[src/rtl/eprom_rd_pkg.sv]
`timescale 1ns/1ps
package eprom_rd_pkg;

    typedef enum logic [2:0] {
        ST_IDLE  = 3'd0,
        ST_SEL   = 3'd1,
        ST_LEAD  = 3'd2,
        ST_OEW   = 3'd3,
        ST_FLOAT = 3'd4
    } rd_state_e;

    // Whole clock cycles that cover a time, rounding up.
    function automatic int unsigned ps_to_cyc(input int unsigned t_ps,
                                              input int unsigned per_ps);
        return (t_ps + per_ps - 1) / per_ps;
    endfunction

    function automatic int unsigned umax(input int unsigned a,
                                         input int unsigned b);
        return (a > b) ? a : b;
    endfunction

endpackage

[src/rtl/eprom_wait_timer.sv]
`timescale 1ns/1ps
module eprom_wait_timer #(
    parameter int CNT_W = 4
) (
    input  logic             clk,
    input  logic             rst_n,
    input  logic             start,
    input  logic [CNT_W-1:0] len,
    output logic             expired
);
    logic [CNT_W-1:0] cnt_d, cnt_q;

    // A window of len cycles: loaded with len-1, expired when it reaches zero.
    always_comb begin
        cnt_d = cnt_q;
        if (start) begin
            cnt_d = len - 1'b1;
        end else if (cnt_q != '0) begin
            cnt_d = cnt_q - 1'b1;
        end
    end

    always_ff @(posedge clk or negedge rst_n) begin
        if (!rst_n) begin
            cnt_q <= '0;
        end else begin
            cnt_q <= cnt_d;
        end
    end

    assign expired = (cnt_q == '0);

    // an expired window stays expired until it is restarted
    a_r4_timer_holds: assert property (@(posedge clk) disable iff (!rst_n)
        (expired && !start) |=> expired);

endmodule

[src/rtl/eprom_lane_steer.sv]
`timescale 1ns/1ps
module eprom_lane_steer (
    input  logic        byte_mode,
    input  logic        q15_in,
    input  logic [14:0] dq_in,
    output logic [15:0] data
);
    // Word: shared pin is bit 15. Byte: the part puts the chosen lane on the
    // low eight pins, and the floating upper pins are discarded.
    always_comb begin
        if (byte_mode) begin
            data = {8'h00, dq_in[7:0]};
        end else begin
            data = {q15_in, dq_in};
        end
    end

endmodule

[src/rtl/eprom_rd_ctrl.sv]
`timescale 1ns/1ps
module eprom_rd_ctrl
    import eprom_rd_pkg::*;
#(
    parameter int unsigned ADDR_W        = 19,
    parameter int unsigned CLK_PERIOD_PS = 10000,
    parameter int unsigned T_ACC_PS      = 70000,
    parameter int unsigned T_OE_PS       = 35000,
    parameter int unsigned T_DF_PS       = 30000,
    parameter int unsigned T_SELHI_PS    = 70000,
    parameter int unsigned T_SELLO_PS    = 30000
) (
    input  logic              clk,
    input  logic              rst_n,
    input  logic              req_valid,
    output logic              req_ready,
    input  logic              req_byte,
    input  logic [ADDR_W:0]   req_addr,
    output logic              rsp_valid,
    output logic [15:0]       rsp_data,
    output logic [ADDR_W-1:0] mem_addr,
    output logic              mem_ce_n,
    output logic              mem_oe_n,
    output logic              mem_byte_n,
    output logic              mem_q15_out,
    output logic              mem_q15_oe,
    input  logic              mem_q15_in,
    input  logic [14:0]       mem_dq_in
);
    localparam int unsigned ACC_CYC   = ps_to_cyc(T_ACC_PS, CLK_PERIOD_PS);
    localparam int unsigned OE_RAW    = ps_to_cyc(T_OE_PS, CLK_PERIOD_PS);
    localparam int unsigned LEAD_CYC  = umax(1, ps_to_cyc(T_ACC_PS - T_OE_PS, CLK_PERIOD_PS));
    localparam int unsigned OEW_CYC   = umax(1, umax(OE_RAW, ACC_CYC - LEAD_CYC));
    localparam int unsigned DF_CYC    = umax(1, ps_to_cyc(T_DF_PS, CLK_PERIOD_PS));
    localparam int unsigned SELHI_CYC = umax(1, ps_to_cyc(T_SELHI_PS, CLK_PERIOD_PS));
    localparam int unsigned SELLO_CYC = umax(1, ps_to_cyc(T_SELLO_PS, CLK_PERIOD_PS));
    localparam int unsigned MAX_CYC   = umax(umax(LEAD_CYC, OEW_CYC),
                                             umax(DF_CYC, umax(SELHI_CYC, SELLO_CYC)));
    localparam int CNT_W = $clog2(MAX_CYC + 1);

    typedef struct packed {
        rd_state_e         st;
        logic [ADDR_W-1:0] addr;
        logic              lane;
        logic              sel_word;
        logic              ce_n;
        logic              oe_n;
        logic              vld;
        logic [15:0]       data;
    } ctrl_regs_t;

    ctrl_regs_t       r_d, r_q;
    logic             tmr_start;
    logic [CNT_W-1:0] tmr_len;
    logic             tmr_expired;
    logic [15:0]      steered;

    eprom_wait_timer #(.CNT_W(CNT_W)) u_timer (
        .clk     (clk),
        .rst_n   (rst_n),
        .start   (tmr_start),
        .len     (tmr_len),
        .expired (tmr_expired)
    );

    eprom_lane_steer u_steer (
        .byte_mode (!r_q.sel_word),
        .q15_in    (mem_q15_in),
        .dq_in     (mem_dq_in),
        .data      (steered)
    );

    always_comb begin
        r_d       = r_q;
        r_d.vld   = 1'b0;
        tmr_start = 1'b0;
        tmr_len   = '0;
        unique case (r_q.st)
            ST_IDLE: begin
                if (req_valid) begin
                    r_d.addr     = req_addr[ADDR_W:1];
                    r_d.lane     = req_addr[0];
                    r_d.sel_word = !req_byte;
                    tmr_start    = 1'b1;
                    if ((!req_byte) != r_q.sel_word) begin
                        r_d.st  = ST_SEL;
                        tmr_len = req_byte ? CNT_W'(SELLO_CYC) : CNT_W'(SELHI_CYC);
                    end else begin
                        r_d.st   = ST_LEAD;
                        r_d.ce_n = 1'b0;
                        tmr_len  = CNT_W'(LEAD_CYC);
                    end
                end
            end
            ST_SEL: begin
                if (tmr_expired) begin
                    r_d.st    = ST_LEAD;
                    r_d.ce_n  = 1'b0;
                    tmr_start = 1'b1;
                    tmr_len   = CNT_W'(LEAD_CYC);
                end
            end
            ST_LEAD: begin
                if (tmr_expired) begin
                    r_d.st    = ST_OEW;
                    r_d.oe_n  = 1'b0;
                    tmr_start = 1'b1;
                    tmr_len   = CNT_W'(OEW_CYC);
                end
            end
            ST_OEW: begin
                if (tmr_expired) begin
                    r_d.st    = ST_FLOAT;
                    r_d.data  = steered;
                    r_d.vld   = 1'b1;
                    r_d.ce_n  = 1'b1;
                    r_d.oe_n  = 1'b1;
                    tmr_start = 1'b1;
                    tmr_len   = CNT_W'(DF_CYC);
                end
            end
            ST_FLOAT: begin
                if (tmr_expired) begin
                    r_d.st = ST_IDLE;
                end
            end
            default: r_d.st = ST_IDLE;
        endcase
    end

    always_ff @(posedge clk or negedge rst_n) begin
        if (!rst_n) begin
            r_q.st       <= ST_IDLE;
            r_q.addr     <= '0;
            r_q.lane     <= 1'b0;
            r_q.sel_word <= 1'b1;
            r_q.ce_n     <= 1'b1;
            r_q.oe_n     <= 1'b1;
            r_q.vld      <= 1'b0;
            r_q.data     <= '0;
        end else begin
            r_q <= r_d;
        end
    end

    assign req_ready   = (r_q.st == ST_IDLE);
    assign rsp_valid   = r_q.vld;
    assign rsp_data    = r_q.data;
    assign mem_addr    = r_q.addr;
    assign mem_ce_n    = r_q.ce_n;
    assign mem_oe_n    = r_q.oe_n;
    assign mem_byte_n  = r_q.sel_word;
    assign mem_q15_oe  = !r_q.sel_word;
    assign mem_q15_out = r_q.lane & !r_q.sel_word;

    // ---------------- checks on the bus sequencing ----------------
    localparam int KW = CNT_W + 1;
    logic [KW-1:0] ce_low_cnt, oe_low_cnt, idle_cnt;

    always_ff @(posedge clk or negedge rst_n) begin
        if (!rst_n) begin
            ce_low_cnt <= '0;
            oe_low_cnt <= '0;
            idle_cnt   <= '0;
        end else begin
            ce_low_cnt <= mem_ce_n ? '0 : ((&ce_low_cnt) ? ce_low_cnt : ce_low_cnt + 1'b1);
            oe_low_cnt <= mem_oe_n ? '0 : ((&oe_low_cnt) ? oe_low_cnt : oe_low_cnt + 1'b1);
            idle_cnt   <= (mem_ce_n && mem_oe_n)
                          ? ((&idle_cnt) ? idle_cnt : idle_cnt + 1'b1) : '0;
        end
    end

    // output enable only under chip enable
    a_r5_oe_under_ce: assert property (@(posedge clk) disable iff (!rst_n)
        !mem_oe_n |-> !mem_ce_n);

    // bus frozen while the chip is selected
    a_r9_bus_frozen: assert property (@(posedge clk) disable iff (!rst_n)
        (!mem_ce_n && $past(!mem_ce_n)) |->
            ($stable(mem_addr) && $stable(mem_byte_n) &&
             $stable(mem_q15_out) && $stable(mem_q15_oe)));

    // output enable falls after exactly the lead window
    a_r4_oe_lead: assert property (@(posedge clk) disable iff (!rst_n)
        $fell(mem_oe_n) |-> (ce_low_cnt == KW'(LEAD_CYC)));

    // data latched after exactly the output-enable window
    a_r4_capture_window: assert property (@(posedge clk) disable iff (!rst_n)
        $rose(rsp_valid) |-> (oe_low_cnt == KW'(OEW_CYC)));

    // float time observed before the next request can be taken
    a_r6_float_wait: assert property (@(posedge clk) disable iff (!rst_n)
        $rose(req_ready) |-> (idle_cnt >= KW'(DF_CYC)));

    // result strobe lasts one cycle
    a_r8_single_pulse: assert property (@(posedge clk) disable iff (!rst_n)
        rsp_valid |=> !rsp_valid);

    // standby whenever a request can be accepted
    a_r10_standby: assert property (@(posedge clk) disable iff (!rst_n)
        req_ready |-> (mem_ce_n && mem_oe_n));

    // shared pin driven exactly in byte width
    a_r3_pin_dir: assert property (@(posedge clk) disable iff (!rst_n)
        mem_q15_oe == !mem_byte_n);

endmodule

[config.mk]
export PLATFORM = sky130hd
export DESIGN_NAME = eprom_rd_ctrl
export DESIGN_NICKNAME = d
export VERILOG_FILES = /design/src/rtl/eprom_rd_pkg.sv /design/src/rtl/eprom_wait_timer.sv /design/src/rtl/eprom_lane_steer.sv /design/src/rtl/eprom_rd_ctrl.sv
export SDC_FILE = /design/constraint.sdc
export NUM_CORES = 1
export LEC_CHECK = 0
export BUFFER_PORTS_ARGS = -buffer_cell sky130_fd_sc_hd__buf_2
export CELL_PAD_IN_SITES_DETAIL_PLACEMENT = 1
export CELL_PAD_IN_SITES_GLOBAL_PLACEMENT = 2
export CORE_ASPECT_RATIO = 2
export CORE_MARGIN = 5
export CORE_UTILIZATION = 28
export DETAILED_ROUTE_END_ITERATION = 10
export GPL_TIMING_DRIVEN = 1
export PLACE_DENSITY_LB_ADDON = 0.25
export SYNTH_ARGS = -nofsm -noshare
export SYNTH_HDL_FRONTEND = slang
export SYNTH_HIERARCHICAL = 1
export SYNTH_SLANG_ARGS = --single-unit
[constraint.sdc]
create_clock -name clk -period 2.45 [get_ports clk]
set_input_delay 0.49 -clock clk [delete_from_list [all_inputs] [get_ports clk]]
set_output_delay 0.49 -clock clk [all_outputs]
set_load 0.01 [all_outputs]
* Yosys cells after proc, flatten, opt, wreduce, memory -nomap -nowiden
Index checks and enable logic that the tools add are counted. W data, S select, Z words.
Storage, ports and cells: register bits after elaboration 46, bits in latches 0, memory bits (writable) 0, bits in read-only memories 0, input bits 40, output and inout bits 42, memories 0
Cells by class: $add $sub $neg 2, multipliers 0, div/mod/pow operators 0, order comparisons 0, equality and inequality tests 11, shift operators 0, mux-type cells 25, bitwise operators 1, reductions and logical operators 15
Operators by type and width (number):
- $mux W3 | 10
- $mux W25 | 1
- $mux W19 | 1
- $mux W17 | 1
- $mux W16 | 1
- $pmux W3 S5 | 1
- $ne A2 B2 Y1 const B | 6
- $reduce_and A5 Y1 | 2
- $pmux W3 S3 | 1
- $eq A3 B2 Y1 const B | 2
- $logic_not A3 Y1 | 2
- $reduce_bool A3 Y1 | 2
- $sub A3 B1 Y3 const B | 2
- $mux W1 | 4
- $mux W2 | 2
- $pmux W1 S2 | 2
- $reduce_and A2 Y1 | 2
- $reduce_bool A2 Y1 | 2
- $eq A3 B1 Y1 const B | 1
- $eq A3 B3 Y1 const B | 1
- $pmux W1 S3 | 1
- $reduce_and A3 Y1 | 1
- $reduce_or A3 Y1 | 1
- $logic_not A1 Y1 | 2
- 3 further kinds | 3

* Depth between registers and ports, before layout
Gate-level depths: netlist of the first run.
depth in word-level cells 7, mapped depth 10, gate-level depth less buffers 8

* Hierarchy
The synthesis of the first run kept the hierarchy.
Modules (own cells, without submodules):
- eprom_rd_ctrl | instances 1, cells an instance 156, area each 2087.0 um^2, seq. area each 1079.8 um^2
- eprom_wait_timer | instances 1, cells an instance 19, area each 173.9 um^2, seq. area each 75.1 um^2
- eprom_lane_steer | instances 1, cells an instance 16, area each 110.1 um^2, seq. area each 0.0 um^2

* Worst setup path before layout of the first run
OpenSTA, ideal clock, no wires.
kind register -> register, start point reg u_timer.cnt_q[1], end point reg u_timer.cnt_q[2], library setup time 0.087 ns, arrival time 2.303 ns, slack 0.060 ns, cell stages (with the launch flop) 11, buffers on the path 2, cells stage by stage dfrtp_1 nor3_1 clkbuf_1 o21ai_0 a21oi_1 clkbuf_1 mux2i_1 ha_1 inv_1 or3_1 a22oi_1
RTL lines:
- from (decl) | line eprom_wait_timer.sv:11 | logic [CNT_W-1:0] cnt_d, cnt_q;
- from (signal assigned) | line eprom_wait_timer.sv:27 | cnt_q <= cnt_d;
- $logic_not A3 Y1 * | line eprom_wait_timer.sv:31 | assign expired = (cnt_q == '0);
- via tmr_expired | line eprom_rd_ctrl.sv:55 | logic tmr_expired;
- $mux W1 * | line eprom_rd_ctrl.sv:96, eprom_rd_ctrl.sv:104, eprom_rd_ctrl.sv:112
- $pmux W1 S2 * | line eprom_rd_ctrl.sv:78 | unique case (r_q.st)
- via tmr_start | line eprom_rd_ctrl.sv:53 | logic tmr_start;
- $mux W3 or $reduce_bool A2 Y1 (tied branches)
The timed path passes the listed nets; every way through them passes the cells marked *. The select of a mux whose other input is x is not followed. A chain may end at the register's enable or synchronous reset.

* Worst setup path in the final report of the first run
start point reg r_q[41] in the netlist's numbering, end point reg u_timer.cnt_q[2]
RTL lines:
- from (decl) | line eprom_rd_ctrl.sv:52 | ctrl_regs_t r_d, r_q;
- from (signal assigned) | line eprom_rd_ctrl.sv:142 | r_q <= r_d;
- $eq A3 B2 Y1 or $eq A3 B1 Y1 (tied branches) | line eprom_rd_ctrl.sv:78
- $reduce_or A3 Y1 (no source line)
- $pmux W1 S2 * | line eprom_rd_ctrl.sv:78
- via tmr_start | line eprom_rd_ctrl.sv:53
- $mux W3 or $reduce_bool A2 Y1 (tied branches)
The timed path passes the listed nets; every way through them passes the cells marked *.

==> results of run 1 <==
state kept, by name, summed over array words and instances (netlist names):
name and count:
mem_addr 19, mem_byte_n 1, mem_ce_n 1, mem_oe_n 1
r_q 4, rsp_data 16, rsp_valid 1, u_timer/cnt_q 3
cells in the final DEF, fill, tap and decap left out, types with 2 or more instances in the layout:
master	synthesis	routed
mux2_2	20	20
dfrtp_1	43	43
nor2b_1	11	11
clkbuf_16	0	5
mux2_4	16	16
buf_2	2	81
nand3_1	2	2
inv_1	5	5
clkbuf_1	4	2
o21ai_0	6	6
dfstp_2	3	3
ha_1	2	2
buf_4	43	7
a21oi_1	3	3
nor3_1	2	2
nor2_1	3	3
mux2i_1	2	2
nand2_1	7	7
critical path: stages, from the launching register on:
cell,delay (ns)
dfrtp_1,0.37
or3b_2,0.48
a21oi_1,0.15
buf_4,0.16
mux2i_1,0.19
ha_1,0.20
inv_1,0.06
or3_1,0.34
a22oi_1,0.17
Yosys cell counts:
master and number:
a22oi_1 1, nor2_1 3, a311oi_1 1, ha_1 2, nor3_1 2, a21oi_1 3
or3_1 1, mux2_4 16, o311ai_0 1, a221oi_1 1, xnor2_1 1, nand2_1 7
buf_2 2, o21ai_0 6, dfrtp_1 43, xor2_1 1, clkbuf_1 4, dfstp_2 3
or4b_4 1, or3b_2 1, inv_1 5, buf_12 1, nor2b_1 11, buf_4 43
nand3b_1 1, o221ai_1 1, a2bb2oi_1 1, mux2i_1 2, o41ai_1 1, nand3_1 2
mux2_2 20, buf_6 3
path summary, 6_finish.rpt:
check / slack (ns) / startpoint / cells past startpoint / to
hold reg to reg: 0.48 / mem_oe_n$_DFFE_PN1P_ / 2 / mem_oe_n$_DFFE_PN1P_
max in group asynchronous: 1.70 / rst_n / 2 / rsp_data[14]$_DFFE_PN0P_
setup / recovery: 0.24 / r_q[41]$_DFFE_PN0P_ / 8 / u_timer/cnt_q[2]$_DFFE_PN0P_
hold / removal: 0.20 / rst_n / 1 / mem_addr[0]$_DFFE_PN0P_
min in group clk: 0.38 / req_byte / 2 / mem_byte_n$_DFFE_PN1P_
setup reg to reg: 0.24 / r_q[41]$_DFFE_PN0P_ / 8 / u_timer/cnt_q[2]$_DFFE_PN0P_
kinds of logic after synthesis:
group           count (synthesis)  synth area share [%]
compound gates                 16                  4.43
flops                          46                  48.7
fa+ha+maj                       2                  1.06
buf+inv                        58                  17.7
mux                            38                  20.5
xor+xnor                        2                 0.739
simple gates                   29                  6.86
layer usage:
metal / wire (um) / vias to the layer above
li1: - / 682
met1: 1720 / 738
met2: 3160 / 35
met3: 256 / 7
met4: 139 / 0
met5: 0 / -
metrics by stage:
stage	utilization, %	std cells	area [um2]
after floorplan	-	191	2370
after global placement	31.0	325	2570
after detailed placement	31.0	325	2570
after CTS	33.0	333	2730
after global routing	33.0	333	2730
final	33.0	333	2730
power by group through the flow:
stage	clock (mW)	combinational, mW	sequential (mW)
4_1_cts	0.811	1.71	1.35
2_1_floorplan	0	1.50	1.33
3_5_place_dp	0	1.70	1.36
3_3_place_gp	0	1.68	1.35
5_1_grt	0.830	1.81	1.39
6_report	0.762	1.65	1.34
final cells by class:
type / instances / area, um2 / share of cell area, %
Inverter: 5 / 18.8 / 0.687
Multi-Input combinational cell: 87 / 796 / 29.1
Clock inverter: 1 / 30.0 / 1.10
Timing Repair Buffer: 89 / 478 / 17.5
Sequential cell: 46 / 1150 / 42.3
Tap cell: 98 / 123 / 4.49
Clock buffer: 7 / 133 / 4.85
==> flow_metrics.tcl, run 1 <==
set metrics [dict create \
    outcome "completed" \
    port_buffers 81 \
    ys_seq_elements 46 \
    p_sw_share_pct 33.4 \
    crit_fanout 6 \
    die_h_um 140 \
    clk_pin_slew_ns 0.06 \
    p_int_mw 2.50 \
    cts_max_level 2 \
    ir_drop_mv 0.424 \
    hold_ws_ns 0.196 \
    yosysSeqAreaShare_pct 48.7 \
    syn_area_um2 2370 \
    via_per_inst 4.39 \
    num_vias 1462 \
    syn_to_final_growth_pct 15.3 \
    ant_nets 0 \
    fin_crit_ns 2.21 \
    drtIter0Drc 27 \
    slew_viol_final 0 \
    grt.busiest_layer "met2" \
    hold_class "in2async" \
    ios 82 \
    syn_area_per_cell_um2 12.4 \
    critPathCaptureType "flop" \
    maxSlewHeadroom_pct 60.0 \
    routed_wl_mm 5.28 \
    netlist_instances 191 \
    setup_violations 0 \
    crit_type "reg2reg" \
    fin_worst_skew_ns 0.00646 \
    rows 47 \
    clock_sinks 46 \
    arrival_ns 2.41 \
    die-width_um 75.1 \
    synth_top_cell_by_area "dfrtp_1" \
    gr-total-overflow 0 \
    cts_resized 0 \
    max_freq_mhz 453 \
    finalHoldViolations 0 \
    crit_required_ns 2.65 \
    use_met1_pct 9.97 \
    cp-start-kind "flop" \
    yosysWarnings 6 \
    post-place-ws_ns 0.0279 \
    synthTopCellsByArea "dfrtp_1 (45%), buf_4 (14%), mux2_4 (10%)" \
    clockRootBuffer "clkbuf_16" \
    min_period_over_period_pct 90.2 \
    p_sw_mw 1.25 \
    clk_path_buf_depth 2 \
    cts_setup_buffers 0 \
    fillers 962 \
    syn-num-nets 233 \
    clockPowerShare_pct 20.3 \
    hold_buffers 0 \
    fin_setup_tns_ns 0 \
    initial_core_util_pct 28.6 \
    grtUsageTotal_pct 10.8 \
    numCtsBuffers 5 \
    clk_latency_ns 0.29 \
    final_nets 276 \
    gr-usage-met3_pct 2.08 \
    worstMarginPinSlew_ns 0.599 \
    dieArea_um2 10500 \
    grt_pass1_vias 1619 \
    diodes 0 \
    cts_tree "done" \
    grt_max_degree 25 \
    gp_congestion 0.755 \
    drt-pass1-iter-count 2 \
    route.detailed.drc 0 \
    combPwrFrac_pct 43.9 \
    dpl.hpwl_mm 4.07 \
    grt_pass1_wl_mm 8.34 \
    p_leak_nw 1.39 \
    grt_use_met2_pct 20.6 \
    p_per_area_nw_per_um2 1370 \
    core-area_um2 8290 \
    drv_cap 0 \
    power_mw 3.75 \
    fin_ws_ns 0.241 \
    wl_per_cell_um 15.8 \
    drive_gt1_share_pct 57.9 \
    antenna_found_initial 0 \
    synthDistinctLibCells 32 \
    synth_top_area_share_pct 45.4 \
    sequentialPowerShare_pct 35.8 \
    grt_setup_unrepaired "no" \
]
No activity file was read; power rests on OpenSTA's default activity.
==> run 2, diff against run 1 <==
GPL_TIMING_DRIVEN = 0   (was 1)
==> run 2 against run 1 <==
Against the previous run:
- die area did not move
- utilization up 4.0 points
- combinational power grew 31%
- wire length grew 6.5%
- largest cell class unchanged
- maximum frequency down 6.0%
- register-to-register slack got worse by 0.14 ns
- global-route usage grew 0.42 points
- highest routed layer unchanged
==> flow_metrics.tcl, run 2 (synthesized netlist as in run 1, its figures left out) <==
set metrics [dict create \
    grt_pass1_wl_mm 8.87 \
    fin_setup_tns_ns 0 \
    regArea_um2 1150 \
    hold_buffers 0 \
    routed_wl_mm 5.62 \
    whs_path_depth 2 \
    port_buffers 73 \
    clk_path_buf_depth 2 \
    maxSlewHeadroom_pct 29.0 \
    ios 82 \
    antenna_found_initial 0 \
    cts_max_level 2 \
    hold_ws_ns 0.384 \
    dieArea_um2 10500 \
    fin_worst_skew_ns 0.00524 \
    initial_core_util_pct 28.6 \
    die-width_um 75.1 \
    ir_drop_mv 0.537 \
    clockPowerShare_pct 15.6 \
    combPwrFrac_pct 51.6 \
    max_freq_mhz 426 \
    layout_common_cells "buf_2 (74), buf_4 (51), dfrtp_1 (43)" \
    clk_latency_ns 0.28 \
    die_h_um 140 \
    fin_crit_ns 2.35 \
    min_period_over_period_pct 95.9 \
    rows 47 \
    fillers 960 \
    drv_cap 0 \
    final_common_cell "buf_2" \
    wl_per_cell_um 14.9 \
    multiInputGateArea_um2 807 \
    diodes 0 \
    gp_congestion 0.738 \
    cts_tree "done" \
    gr-total-overflow 0 \
    hold_class "in2reg" \
    drtIter0Drc 31 \
    p_sw_share_pct 32.5 \
    clock_sinks 46 \
    arrival_ns 2.55 \
    worstMarginPinSlew_ns 1.07 \
    p_leak_nw 1.59 \
    drt-pass1-iter-count 2 \
    grt_max_degree 47 \
    p_int_mw 2.83 \
    p_per_area_nw_per_um2 1370 \
    dpl.hpwl_mm 4.25 \
    drive_gt1_share_pct 64.7 \
    slew_viol_final 0 \
    final_nets 319 \
    ant_nets 0 \
    finalHoldViolations 0 \
    p_sw_mw 1.36 \
    crit_fanout 10 \
    crit_required_ns 2.65 \
    numCtsBuffers 5 \
    ff2ff_path_depth 9 \
    core-area_um2 8290 \
    route.detailed.drc 0 \
    cp-start-kind "flop" \
    clockRootBuffer "clkbuf_16" \
    crit_type "reg2reg" \
    grtUsageTotal_pct 11.2 \
    grt_pass1_vias 1761 \
    largest_reg_flops 19 \
    setup_violations 0 \
    via_per_inst 4.27 \
    clk_pin_slew_ns 0.06 \
    syn_to_final_growth_pct 29.3 \
    num_vias 1605 \
    outcome "completed" \
    critPathCaptureType "flop" \
    sequentialPowerShare_pct 32.8 \
]
## run 2: repair_timing
| action | CTS | global route |
|---|---|---|
| buffers inserted | 2 | 4 |
| setup endpoints to repair | 2 | 1 |
| gates resized for setup | 7 | 6 |
| pin swaps | 0 | 1 |
| hold endpoints to repair | 0 | 0 |
## run 2: path summary, 6_finish.rpt
kind                                            from                            to  slack [ns]
worst min-delay path                        req_byte        mem_byte_n$_DFFE_PN1P_        0.38
worst min register to register  mem_oe_n$_DFFE_PN1P_          mem_oe_n$_DFFE_PN1P_        0.48
worst max-delay path             r_q[41]$_DFFE_PN0P_  u_timer/cnt_q[2]$_DFFE_PN0P_        0.10
min in group asynchronous                      rst_n       mem_addr[0]$_DFFE_PN0P_        0.41
max in group asynchronous                      rst_n       rsp_data[1]$_DFFE_PN0P_        1.39
worst max register to register   r_q[41]$_DFFE_PN0P_  u_timer/cnt_q[2]$_DFFE_PN0P_        0.10
## run 2: power groups by stage
stage	Combinational [mW]	Sequential, mW	Clock, mW
after floorplan	1.50	1.33	0
after global placement	2.04	1.36	0
after detailed placement	2.08	1.39	0
after CTS	2.14	1.38	0.680
after global routing	2.36	1.42	0.708
final	2.16	1.37	0.652
## run 2: metrics by stage
stage | std cells | power, mW | utilization [%] | setup WS [ns] | cell area (um2)
2_1_floorplan | 191 | 2.83 | - | 0.0595 | 2370
3_3_place_gp | 362 | 3.40 | 34.5 | -0.302 | 2860
3_5_place_dp | 362 | 3.47 | 34.5 | -0.359 | 2860
4_1_cts | 372 | 4.20 | 36.5 | 0.0203 | 3020
5_1_grt | 376 | 4.49 | 37.0 | -0.0339 | 3070
6_report | 376 | 4.19 | 37.0 | 0.100 | 3070
## run 2: cell type report
| class | count | area share (%) |
|---|---|---|
| plain buffers | 53 | 13.6 |
| well taps | 98 | 4.00 |
| multi-input cells | 87 | 26.3 |
| flip-flops and latches | 46 | 37.7 |
| clock buffers | 8 | 4.45 |
| repair buffers | 79 | 13.4 |
| inverters | 5 | 0.612 |
## run 2: metal layers
| metal | vias up | wire [um] | global-route usage [%] |
|---|---|---|---|
| met1 | 793 | 1890 | 10.9 |
| met5 | - | 0 | 0 |
| met2 | 35 | 3400 | 21.6 |
| met3 | 6 | 226 | 2.30 |
| li1 | 771 | - | - |
| met4 | 0 | 109 | 4.50 |
## run 2: worst max-delay path, stage by stage, from the launching register on
cell	delay [ns]
dfrtp_1	0.39
buf_4	0.17
or3b_2	0.49
a21oi_2	0.13
buf_4	0.14
mux2i_1	0.20
ha_2	0.20
inv_1	0.05
or3_1	0.33
a22oi_1	0.16
==> run 3, diff against run 2 <==
CORE_UTILIZATION = 29   (was 28)
CTS_BUF_LIST = sky130_fd_sc_hd__clkbuf_8   (was default)
==> run 3 against run 2 <==
Against the previous run:
- worst hold slack got worse by 0.0077 ns
- highest routed layer unchanged
- critical path depth unchanged
- worst setup slack improved by 0.055 ns
- critical endpoint unchanged
- sequential power about the same
- largest cell class unchanged
==> flow_metrics.tcl, run 3 (synthesized netlist as in run 1, its figures left out) <==
set metrics [dict create \
    drv_cap 0 \
    drive_gt1_share_pct 65.1 \
    dpl.hpwl_mm 4.16 \
    wl_per_cell_um 14.5 \
    grt_pass1_vias 1767 \
    crit_path_frequent_cell "buf_6" \
    fin_setup_tns_ns 0 \
    grtUsageTotal_pct 11.4 \
    rows 46 \
    p_per_area_nw_per_um2 1310 \
    grt_pass1_wl_mm 8.78 \
    slew_viol_final 0 \
    clk_latency_ns 0.29 \
    p_leak_nw 1.59 \
    route.detailed.drc 0 \
    maxSlewHeadroom_pct 29.4 \
    arrival_ns 2.51 \
    ir_drop_mv 0.384 \
    crit_family "simple AND/OR/NAND/NOR gates" \
    hold_buffers 0 \
    core-area_um2 7940 \
    grt_max_degree 47 \
    clk_pin_slew_ns 0.08 \
    die_h_um 138 \
    via_per_inst 4.36 \
    fin_crit_ns 2.29 \
    final_common_cell "buf_2" \
    die-width_um 73.9 \
    worstMarginPinSlew_ns 1.06 \
    gr-total-overflow 0 \
    diodes 0 \
    numCtsBuffers 5 \
    outcome "completed" \
    critPathMaxStageDelay_ns 0.40 \
    min_period_over_period_pct 93.7 \
    setup_violations 0 \
    ios 82 \
    max_freq_mhz 436 \
    fin_ws_ns 0.155 \
    port_buffers 73 \
    worst-path-buf-inv 3 \
    critPathCaptureType "flop" \
    clk_path_buf_depth 2 \
    syn_to_final_growth_pct 27.4 \
    initial_core_util_pct 29.9 \
    cpMaxStageDelayCell "or3b_4" \
    dieArea_um2 10200 \
    cts_tree "done" \
    fillers 918 \
    num_vias 1629 \
    largest_reg_flops 19 \
    fin_worst_skew_ns 0.00813 \
    cts_max_level 2 \
    finalHoldViolations 0 \
    drt-pass1-iter-count 2 \
    cp-start-kind "flop" \
    crit_fanout 10 \
    clock_sinks 46 \
    hold_class "in2async" \
    post-place-ws_ns -0.310 \
    crit_type "reg2reg" \
    final_nets 319 \
    crit_required_ns 2.66 \
    ant_nets 0 \
    crit_chain "buf_6 -> or3b_4 -> a21oi_2 -> buf_6 -> mux2i_1 -> ha_2 -> inv_1 -> or3_1 -> a22oi_1" \
    drtIter0Drc 19 \
    antenna_found_initial 0 \
    layout_common_cells "buf_2 (74), buf_4 (49), dfrtp_1 (43)" \
    clockRootBuffer "clkbuf_8" \
    routed_wl_mm 5.41 \
    gp_congestion 0.708 \
]
==> run 3: power by group <==
part / switching [mW] / internal [mW] / total [mW]
Combinational: 0.859 / 1.30 / 2.16
Clock: 0.241 / 0.191 / 0.431
Sequential: 0.217 / 1.15 / 1.37
==> run 3: cell type report <==
cell class	instances	area [um2]	share of cell area, %
sequential	46	1150	38.2
multi-input combinational	87	810	26.8
buffer	53	428	14.2
timing repair buffer	79	410	13.6
tap	96	120	3.98
clock buffer	5	68.8	2.28
inverter	5	18.8	0.621
clock inverter	3	11.3	0.373
==> run 3: worst paths after layout <==
kind,startpoint,end,slack (ns),cells after the start
hold reg to reg,mem_oe_n$_DFFE_PN1P_,mem_oe_n$_DFFE_PN1P_,0.49,2
max in group asynchronous,rst_n,rsp_data[3]$_DFFE_PN0P_,1.41,1
hold / removal,rst_n,mem_addr[2]$_DFFE_PN0P_,0.38,1
setup reg to reg,r_q[41]$_DFFE_PN0P_,u_timer/cnt_q[2]$_DFFE_PN0P_,0.16,9
setup / recovery,r_q[41]$_DFFE_PN0P_,u_timer/cnt_q[2]$_DFFE_PN0P_,0.16,9
min in group clk,req_byte,mem_byte_n$_DFFE_PN1P_,0.38,2
==> run 3: timing repair <==
action,CTS,global route
buffers inserted,0,6
pin swaps,0,4
endpoints found under the setup margin,2,1
gates resized for setup,5,16
==> run 3: stage by stage <==
step	total power, mW	cells	area, um2	hold slack, ns	util, %
floorplan	2.83	191	2370	0.194	-
global placement	3.39	360	2860	0.473	36.0
detailed placement	3.46	360	2860	0.483	36.0
CTS	3.93	368	2950	0.359	37.1
global route	4.30	374	3020	0.366	38.0
finish	3.96	374	3020	0.376	38.0
==> run 3: layer usage <==
metal	routed length, um	track usage [%]
met5	0	0
met4	165	5.75
met3	249	2.61
met2	3210	21.5
met1	1780	11.1
